[config.mk]
export PLATFORM = sky130hd
export DESIGN_NAME = tick_timer
export DESIGN_NICKNAME = d
export VERILOG_FILES = /design/src/rtl/tick_timer_pkg.sv /design/src/rtl/tick_prescaler.sv /design/src/rtl/tick_count.sv /design/src/rtl/tick_event_log.sv /design/src/rtl/tick_timer.sv
export SDC_FILE = /design/constraint.sdc
export NUM_CORES = 1
export LEC_CHECK = 0
export BUFFER_PORTS_ARGS = -buffer_cell sky130_fd_sc_hd__buf_4
export CAP_MARGIN = 20
export CORE_MARGIN = 5
export CORE_UTILIZATION = 54
export CTS_CLUSTER_DIAMETER = 200
export DETAILED_ROUTE_END_ITERATION = 8
export PLACE_DENSITY = 0.83
export SETUP_SLACK_MARGIN = 0.05
export SYNTH_ARGS = -nofsm -noshare
export SYNTH_HDL_FRONTEND = slang
export SYNTH_SLANG_ARGS = --single-unit
[constraint.sdc]
create_clock -name clk_i -period 3.6 [get_ports clk_i]
set_input_delay 0.72 -clock clk_i [delete_from_list [all_inputs] [get_ports clk_i]]
set_output_delay 0.72 -clock clk_i [all_outputs]
set_load 0.02 [all_outputs]
[src/rtl/tick_timer_pkg.sv]
`timescale 1ns/1ps
package tick_timer_pkg;
  localparam int unsigned CTL_W       = 8;
  localparam int unsigned LVL_W       = 3;
  localparam int unsigned CTL_RUN     = 0;
  localparam int unsigned CTL_RESTART = 1;
  localparam int unsigned CTL_OVF_CLR = 2;
  localparam int unsigned CTL_ARM     = 3;
  localparam int unsigned CTL_IRQ_CLR = 4;
  localparam int unsigned CTL_LVL_LSB = 5;

  typedef struct packed {
    logic [LVL_W-1:0] lvl;
    logic             arm;
    logic             restart;
    logic             run;
  } ctl_t;
endpackage

[src/rtl/tick_prescaler.sv]
`timescale 1ns/1ps
module tick_prescaler #(
  parameter int unsigned CLK_DIV = 33
) (
  input  logic clk_i,
  input  logic rst_ni,
  output logic tick_o
);
  generate
    if (CLK_DIV <= 1) begin : g_pass
      assign tick_o = 1'b1;
    end else begin : g_div
      localparam int unsigned DW = $clog2(CLK_DIV);
      localparam logic [DW-1:0] LAST = DW'(CLK_DIV - 1);
      logic [DW-1:0] div_q;

      always_ff @(posedge clk_i or negedge rst_ni) begin
        if (!rst_ni)            div_q <= '0;
        else if (div_q == LAST) div_q <= '0;
        else                    div_q <= div_q + 1'b1;
      end

      assign tick_o = (div_q == LAST);

      assert_tick_single_R2: assert property (@(posedge clk_i) disable iff (!rst_ni)
        tick_o |=> !tick_o);
    end
  endgenerate
endmodule

[src/rtl/tick_count.sv]
`timescale 1ns/1ps
module tick_count #(
  parameter int unsigned CNT_W = 32
) (
  input  logic             clk_i,
  input  logic             rst_ni,
  input  logic             tick_i,
  input  logic             run_i,
  input  logic             restart_i,
  input  logic             we_i,
  input  logic [CNT_W-1:0] wdata_i,
  input  logic [CNT_W-1:0] cmp_i,
  output logic [CNT_W-1:0] cnt_o,
  output logic             event_o
);
  logic [CNT_W-1:0] cnt_q;
  logic             step;

  assign step    = run_i & tick_i & ~we_i;
  assign event_o = step & (cnt_q == cmp_i);

  always_ff @(posedge clk_i or negedge rst_ni) begin
    if (!rst_ni)                     cnt_q <= '0;
    else if (we_i)                   cnt_q <= wdata_i;
    else if (event_o && restart_i)   cnt_q <= '0;
    else if (step)                   cnt_q <= cnt_q + 1'b1;
  end

  assign cnt_o = cnt_q;

  assert_hold_when_idle_R3: assert property (@(posedge clk_i) disable iff (!rst_ni)
    (!we_i && !(run_i && tick_i)) |=> $stable(cnt_o));
  assert_write_wins_R4: assert property (@(posedge clk_i) disable iff (!rst_ni)
    we_i |=> (cnt_o == $past(wdata_i)));
  assert_restart_zero_R6: assert property (@(posedge clk_i) disable iff (!rst_ni)
    (event_o && restart_i) |=> (cnt_o == '0));
endmodule

[src/rtl/tick_event_log.sv]
`timescale 1ns/1ps
module tick_event_log #(
  parameter int unsigned OVF_W = 4
) (
  input  logic             clk_i,
  input  logic             rst_ni,
  input  logic             event_i,
  input  logic             arm_i,
  input  logic             ovf_clr_i,
  input  logic             irq_clr_i,
  output logic [OVF_W-1:0] ovf_o,
  output logic             pend_o
);
  logic [OVF_W-1:0] ovf_q;
  logic             pend_q;

  always_ff @(posedge clk_i or negedge rst_ni) begin
    if (!rst_ni)        ovf_q <= '0;
    else if (ovf_clr_i) ovf_q <= '0;
    else if (event_i)   ovf_q <= ovf_q + 1'b1;
  end

  // set beats clear so an event is never lost
  always_ff @(posedge clk_i or negedge rst_ni) begin
    if (!rst_ni)                 pend_q <= 1'b0;
    else if (event_i && arm_i)   pend_q <= 1'b1;
    else if (irq_clr_i)          pend_q <= 1'b0;
  end

  assign ovf_o  = ovf_q;
  assign pend_o = pend_q;

  assert_ovf_step_R7: assert property (@(posedge clk_i) disable iff (!rst_ni)
    (event_i && !ovf_clr_i) |=> (ovf_o == $past(ovf_o) + OVF_W'(1)));
  assert_ovf_clear_R7: assert property (@(posedge clk_i) disable iff (!rst_ni)
    ovf_clr_i |=> (ovf_o == '0));
  assert_pend_set_R8: assert property (@(posedge clk_i) disable iff (!rst_ni)
    (event_i && arm_i) |=> pend_o);
  assert_pend_sticky_R8: assert property (@(posedge clk_i) disable iff (!rst_ni)
    (pend_o && !irq_clr_i) |=> pend_o);
endmodule

[src/rtl/tick_timer.sv]
`timescale 1ns/1ps
module tick_timer
  import tick_timer_pkg::*;
#(
  parameter int unsigned CLK_DIV = 33,
  parameter int unsigned CNT_W   = 32,
  parameter int unsigned OVF_W   = 4
) (
  input  logic             clk_i,
  input  logic             rst_ni,
  input  logic             cnt_we_i,
  input  logic [CNT_W-1:0] cnt_wdata_i,
  input  logic             cmp_we_i,
  input  logic [CNT_W-1:0] cmp_wdata_i,
  input  logic             ctl_we_i,
  input  logic [CTL_W-1:0] ctl_wdata_i,
  output logic [CNT_W-1:0] cnt_o,
  output logic [CNT_W-1:0] cmp_o,
  output logic [CTL_W-1:0] ctl_o,
  output logic [OVF_W-1:0] ovf_cnt_o,
  output logic             tick_o,
  output logic             irq_o,
  output logic [LVL_W-1:0] irq_lvl_o
);
  ctl_t             ctl_q;
  logic [CNT_W-1:0] cmp_q;
  logic             tick;
  logic             event_hit;
  logic             pend;
  logic             ovf_clr;
  logic             irq_clr;

  always_ff @(posedge clk_i or negedge rst_ni) begin
    if (!rst_ni)       cmp_q <= '0;
    else if (cmp_we_i) cmp_q <= cmp_wdata_i;
  end

  always_ff @(posedge clk_i or negedge rst_ni) begin
    if (!rst_ni) begin
      ctl_q <= '0;
    end else if (ctl_we_i) begin
      ctl_q.run     <= ctl_wdata_i[CTL_RUN];
      ctl_q.restart <= ctl_wdata_i[CTL_RESTART];
      ctl_q.arm     <= ctl_wdata_i[CTL_ARM];
      ctl_q.lvl     <= ctl_wdata_i[CTL_LVL_LSB +: LVL_W];
    end
  end

  assign ovf_clr = ctl_we_i & ctl_wdata_i[CTL_OVF_CLR];
  assign irq_clr = ctl_we_i & ctl_wdata_i[CTL_IRQ_CLR];

  tick_prescaler #(.CLK_DIV(CLK_DIV)) u_presc (
    .clk_i  (clk_i),
    .rst_ni (rst_ni),
    .tick_o (tick)
  );

  tick_count #(.CNT_W(CNT_W)) u_count (
    .clk_i     (clk_i),
    .rst_ni    (rst_ni),
    .tick_i    (tick),
    .run_i     (ctl_q.run),
    .restart_i (ctl_q.restart),
    .we_i      (cnt_we_i),
    .wdata_i   (cnt_wdata_i),
    .cmp_i     (cmp_q),
    .cnt_o     (cnt_o),
    .event_o   (event_hit)
  );

  tick_event_log #(.OVF_W(OVF_W)) u_log (
    .clk_i     (clk_i),
    .rst_ni    (rst_ni),
    .event_i   (event_hit),
    .arm_i     (ctl_q.arm),
    .ovf_clr_i (ovf_clr),
    .irq_clr_i (irq_clr),
    .ovf_o     (ovf_cnt_o),
    .pend_o    (pend)
  );

  always_comb begin
    ctl_o                          = '0;
    ctl_o[CTL_RUN]                 = ctl_q.run;
    ctl_o[CTL_RESTART]             = ctl_q.restart;
    ctl_o[CTL_ARM]                 = ctl_q.arm;
    ctl_o[CTL_IRQ_CLR]             = pend;
    ctl_o[CTL_LVL_LSB +: LVL_W]    = ctl_q.lvl;
  end

  assign cmp_o     = cmp_q;
  assign tick_o    = tick;
  assign irq_o     = pend;
  assign irq_lvl_o = pend ? ctl_q.lvl : '0;

  assert_lvl_needs_irq_R9: assert property (@(posedge clk_i) disable iff (!rst_ni)
    (irq_lvl_o != '0) |-> irq_o);
  assert_no_event_when_stopped_R3: assert property (@(posedge clk_i) disable iff (!rst_ni)
    !ctl_q.run |-> !event_hit);
endmodule

; ---- Yosys cells after proc, flatten, opt, wreduce, memory -nomap -nowiden
; Cells that the tools add are included.
[totals]
regBits = 81
in_bits = 77
out_inout_bits = 81
elab_cells = 34
[op_classes]
n_addsub = 3
eq_ne = 2
n_mux = 9
bitwise_logic = 6
reduce_logical = 5
[op_table]
columns = op, n
row1 = 32-bit 2-to-1 mux, 3
row2 = 32-bit by 1-bit adder with 32-bit output (second input constant), 1
row3 = 32-bit == test, 1
row4 = 4-bit 2-to-1 mux, 2
row5 = 6-bit by 1-bit adder with 6-bit output (second input constant), 1
row6 = 6-bit == test (second input constant), 1
row7 = 6-bit 2-to-1 mux, 1
row8 = 1-bit bitwise AND, 5
row9 = 4-bit by 1-bit adder with 4-bit output (second input constant), 1
row10 = 2-bit nonzero test, 2
row11 = 3-bit 2-to-1 mux, 1
row12 = 3-bit nonzero test, 1
row13 = 1-bit logical AND, 2
row14 = 1-bit 2-to-1 mux, 2
row15 = 1-bit inverter, 1

; ---- Depth between registers and ports, before layout
[logic_depth]
ltp_word = 7
depth_mapped = 10
ltp_nobuf = 8

; ---- Modules after synthesis
; A second synthesis with hierarchy kept.
[hier_totals]
hier_cells = 390
area_unflattened_um2 = 4495.6
[modules_own_cells]
columns = mod, n_inst, cells_per_inst, area_per_inst_um2, seq_area_each_um2
row1 = tick_count, 1, 256, 2342.2, 800.8
row2 = tick_timer, 1, 89, 1617.8, 950.9
row3 = tick_prescaler, 1, 24, 279.0, 150.1
row4 = tick_event_log, 1, 21, 256.5, 125.1

; ---- Least setup slack after synthesis
; Ideal clock, no wire load.
[synth_path]
path_kind = input -> register
from = in cnt_we_i
to = reg u_count.cnt_q[30] (netlist: u_count.cnt_o[30])
setup_ns = 0.148
arrival_ns = 1.967
required_ns = 3.452
slack_ns = 1.485
stages = 8
n_path_buf = 2
path_cell_list = clkbuf_1 > inv_2 > nand3_1 > nor3_1 > nand4_2 > nor2_1 > buf_2 > a211oi_1
[synth_between]
elab_chain_len = 6
elab_cells_between_ends = 7
classes_between = mux (2) / bitwise (3) / reduce/logical (2)
[synth_lines]
columns = element, line_no
row1 = from (decl), tick_timer.sv:11  ; input logic cnt_we_i,
row2 = 1-bit inverter, tick_count.sv:19  ; assign step = run_i & tick_i & ~we_i;
row3 = 1-bit bitwise AND, tick_count.sv:19
row4 = 1-bit bitwise AND, tick_count.sv:20  ; assign event_o = step & (cnt_q == cmp_i);
row5 = 1-bit logical AND, tick_count.sv:25  ; else if (event_o && restart_i) cnt_q <= '0;
row6 = 32-bit 2-to-1 mux, tick_count.sv:25
row7 = 32-bit 2-to-1 mux, tick_count.sv:24  ; else if (we_i) cnt_q <= wdata_i;
row8 = to (signal assigned), tick_count.sv:24
row9 = to (signal assigned), tick_count.sv:26  ; else if (step) cnt_q <= cnt_q + 1'b1;
row10 = to (decl), tick_count.sv:16  ; logic [CNT_W-1:0] cnt_q;
; Parallel ways exist; a longest one is shown, timed or not.
; A chain may end at the register's enable or synchronous reset.

; ---- Worst setup path after layout
[layout_path]
from = reg u_presc.g_div.div_q[0]
to = reg u_count.cnt_q[27] (netlist: u_count.cnt_o[27])
[layout_between]
elab_chain_len = 7
elab_cells_between_ends = 8
classes_between = eq/ne (1) / mux (2) / bitwise (3) / reduce/logical (2)
[layout_lines]
columns = element, line_no
row1 = from (decl), tick_prescaler.sv:15  ; logic [DW-1:0] div_q;
row2 = from (signal assigned), tick_prescaler.sv:20  ; else div_q <= div_q + 1'b1;
row3 = 6-bit == test (*), tick_prescaler.sv:23  ; assign tick_o = (div_q == LAST);
row4 = 1-bit bitwise AND (*) (2 in a row), tick_count.sv:19
row5 = 1-bit bitwise AND, tick_count.sv:20
row6 = 1-bit logical AND, tick_count.sv:25
row7 = 32-bit 2-to-1 mux, tick_count.sv:25
row8 = 32-bit 2-to-1 mux, tick_count.sv:24
; Mark *: on every way between the ends. The rest lies on a longest branch, timed or not.

==> impl_metrics.toml <==
[routing]
wl_per_cell_um = 19.4
num_vias = 4054
dr.pass1.iters = 5
drt_iter0_markers = 217
drc = 0
wirelength_mm = 13.6
drtAntennaViolNets = 0
viasPerCell = 5.80

[global_routing]
busiest_layer = "met2"
grt_start_max_net_pins = 82
overflow = 0
grt_use_met2_pct = 44.6
antenna_found_initial = 0
grt_use_total_pct = 26.4
use_met1_pct = 32.5
use_met3_pct = 6.34
grt_pass1_vias = 4261
grt_pass1_wl_mm = 21.5

[job]
drv_cap = 0

[sta]
max_freq_mhz = 339
relSlewSlack_pct = 54.6
grt_setup_unrepaired = "no"
fin_setup_tns_ps = 0
slew_violations = 0
fin_crit_ps = 2950
fin_skew_ps = 6.49
hold_viol_final = 0
worst_pin_slew_ps = 678
hold-worst-slack_ps = 171
setup_viol = 0
post-route-period-util_pct = 81.8

[synthesis]
synth-edff-count = 0
synthTopCellsByArea = "dfrtp_1 45%, xnor2_1 9.1%, mux2_2 8.9%"
synth_top_cell_by_area = "dfrtp_1"
syn_nets = 525
synth_area_per_cell_um2 = 10.2
synth_most_common_cell = "dfrtp_1"
async_flop_share_pct = 100
synth_common_cells = "81 x dfrtp_1, 47 x xnor2_1, 38 x nand2_1"
yosysWarnings = 0
ys_seq_area_share_pct = 44.6
syn_area_um2 = 4540
synth-seq-cells = 81
synthFlopType = "dfrtp_1"
synth_top_cell_area_share_pct = 44.6
syn_inst = 444
ys_types = 47

[setup_path]
cp_slowest_cell = "nor3b_2"
crit_family = "simple AND/OR/NAND/NOR gates"
worstSetupPathType = "flop to flop"
critPathBufInv = 1
crit_path_max_fanout = 11
max_stage_delay_ps = 570
cp.arrival_ps = 3190
crit_start = "u_presc.g_div.div_q[0]$_DFF_PN0_"
reg2reg_from = "u_presc.g_div.div_q[0]$_DFF_PN0_"
startpoint_type = "flop"
crit_top_cell = "nand4_1"
required_ps = 3840
crit_chain = "inv_1 > ha_1 > nor3b_2 > nand4_1 > nor4_1 > nand4_1 > o32a_1 > a221o_1"
crit_path_end_kind = "flop"

[floorplan]
start_util_pct = 55.3
die_area_um2 = 10300
num_rows = 33
die_y_um = 102
dieWidth_um = 102
coreArea_um2 = 8220
io_pins = 158

[worst_hold_path]
hold_path_class = "input port to asynchronous set/reset pin"

[power]
p_int_mw = 1.62
leakage_nw = 2.66
pwr_density_cell_nw_per_um2 = 399
combPwrFrac_pct = 25.1
swShare_pct = 32.2
seqPwrFrac_pct = 46.3
clkPwrFrac_pct = 28.6
ir_drop_uv = 289
p_switching_uw = 766

[place]
placed_cell_area_um2 = 5740
hpwlAfterDp_mm = 10.2
io_buffers = 156
gp_congestion = 0.882

[cts]
cts_max_level = 3
cts.clk_slew.worst_paths_ps = 80
cts_resized = 0
cts_buffers = 9
postCtsSetupRepairBufs = 0
cts.sinks = 81
cts-hold-fix-buffers = 0
cts-root-buf = "clkbuf_8"
cts_max_path_buffers = 2
clkLatencyLatePin_ps = 350
tritoncts = "done"

[status]
outcome = "complete, no violations"

[final_layout]
stdcell_area_um2 = 5970
drive_gt1_share_pct = 37.9
fin_nets = 670
area_growth_pct = 31.5
insertedDiodeCount = 0
cell usage in the layout, fill, tap and decap left out, drive strengths merged, types with 10 or more instances in the layout:
cell	Yosys	layout
nand4	24	24
nand3	20	20
xnor2	47	47
nand2	38	38
nor4	12	12
nor2	34	34
a21oi	11	11
mux2	36	36
xor2	11	11
mux2i	13	13
buf	12	160
clkbuf	14	10
dfrtp	81	81
power groups by stage:
stage          sequential, mW  combinational (mW)  clock [mW]
6_report                 1.10               0.599       0.681
5_1_grt                  1.11               0.642       0.723
4_1_cts                  1.10               0.596       0.688
3_5_place_dp             1.12               0.594           0
3_3_place_gp             1.11               0.582           0
2_1_floorplan            1.18               0.243           0
through the flow:
step | power, mW | util [%] | setup WS (ps) | instances
after floorplan | 1.42 | - | 1490 | 444
after global placement | 1.69 | 69.8 | 943 | 682
after detailed placement | 1.71 | 69.8 | 794 | 682
after CTS | 2.38 | 72.3 | 748 | 698
after global routing | 2.48 | 72.7 | 630 | 699
final | 2.38 | 72.7 | 654 | 699
sequential cells by signal, summed over array words and instances (netlist names):
signal               cells
u_count.cnt_o           32
u_log.ovf_o              4
u_presc.g_div.div_q      6
ctl_o                    6
cmp_o                   32
u_log.pend_o             1
per-layer routing:
| layer | share of wire, % | vias to the layer above |
|---|---|---|
| li1 | - | 1849 |
| met1 | 38 | 1974 |
| met2 | 51 | 194 |
| met3 | 7.9 | 37 |
| met4 | 3.0 | 0 |
| met5 | 0 | - |
cells by family (layout without fill, tap and decap cells):
family / count (synthesis) / after routing / share of synthesized area (%)
buf+inv: 35 / 185 / 3.61
other cells: 1 / 1 / 0.0826
mux: 49 / 49 / 11.8
flops: 81 / 81 / 44.6
compound gates: 37 / 37 / 5.81
xor+xnor: 58 / 58 / 11.2
fa+ha+maj: 4 / 4 / 1.10
simple gates: 179 / 179 / 21.8
final timing paths:
path | to | slack (ps) | depth (start not counted)
setup / recovery | u_count.cnt_o[27]$_DFFE_PN0P_ | 650 | 8
hold / removal | cmp_o[21]$_DFFE_PN0P_ | 170 | 1
setup reg to reg | u_count.cnt_o[27]$_DFFE_PN0P_ | 650 | 8
hold reg to reg | u_presc.g_div.div_q[0]$_DFF_PN0_ | 540 | 1
max in group asynchronous | cmp_o[6]$_DFFE_PN0P_ | 2860 | 2
min in group clk_i | u_presc.g_div.div_q[0]$_DFF_PN0_ | 540 | 1
layout make-up:
cell class                 instances  area [um^2]
multi-input combinational        328         2350
fill                             625         2250
sequential                        81         2030
timing repair buffer             160         1220
clock buffer                      10          138
tap                              105          131
clock inverter                     6         67.6
inverter                           9         33.8
(Power assumes the default switching activity.)
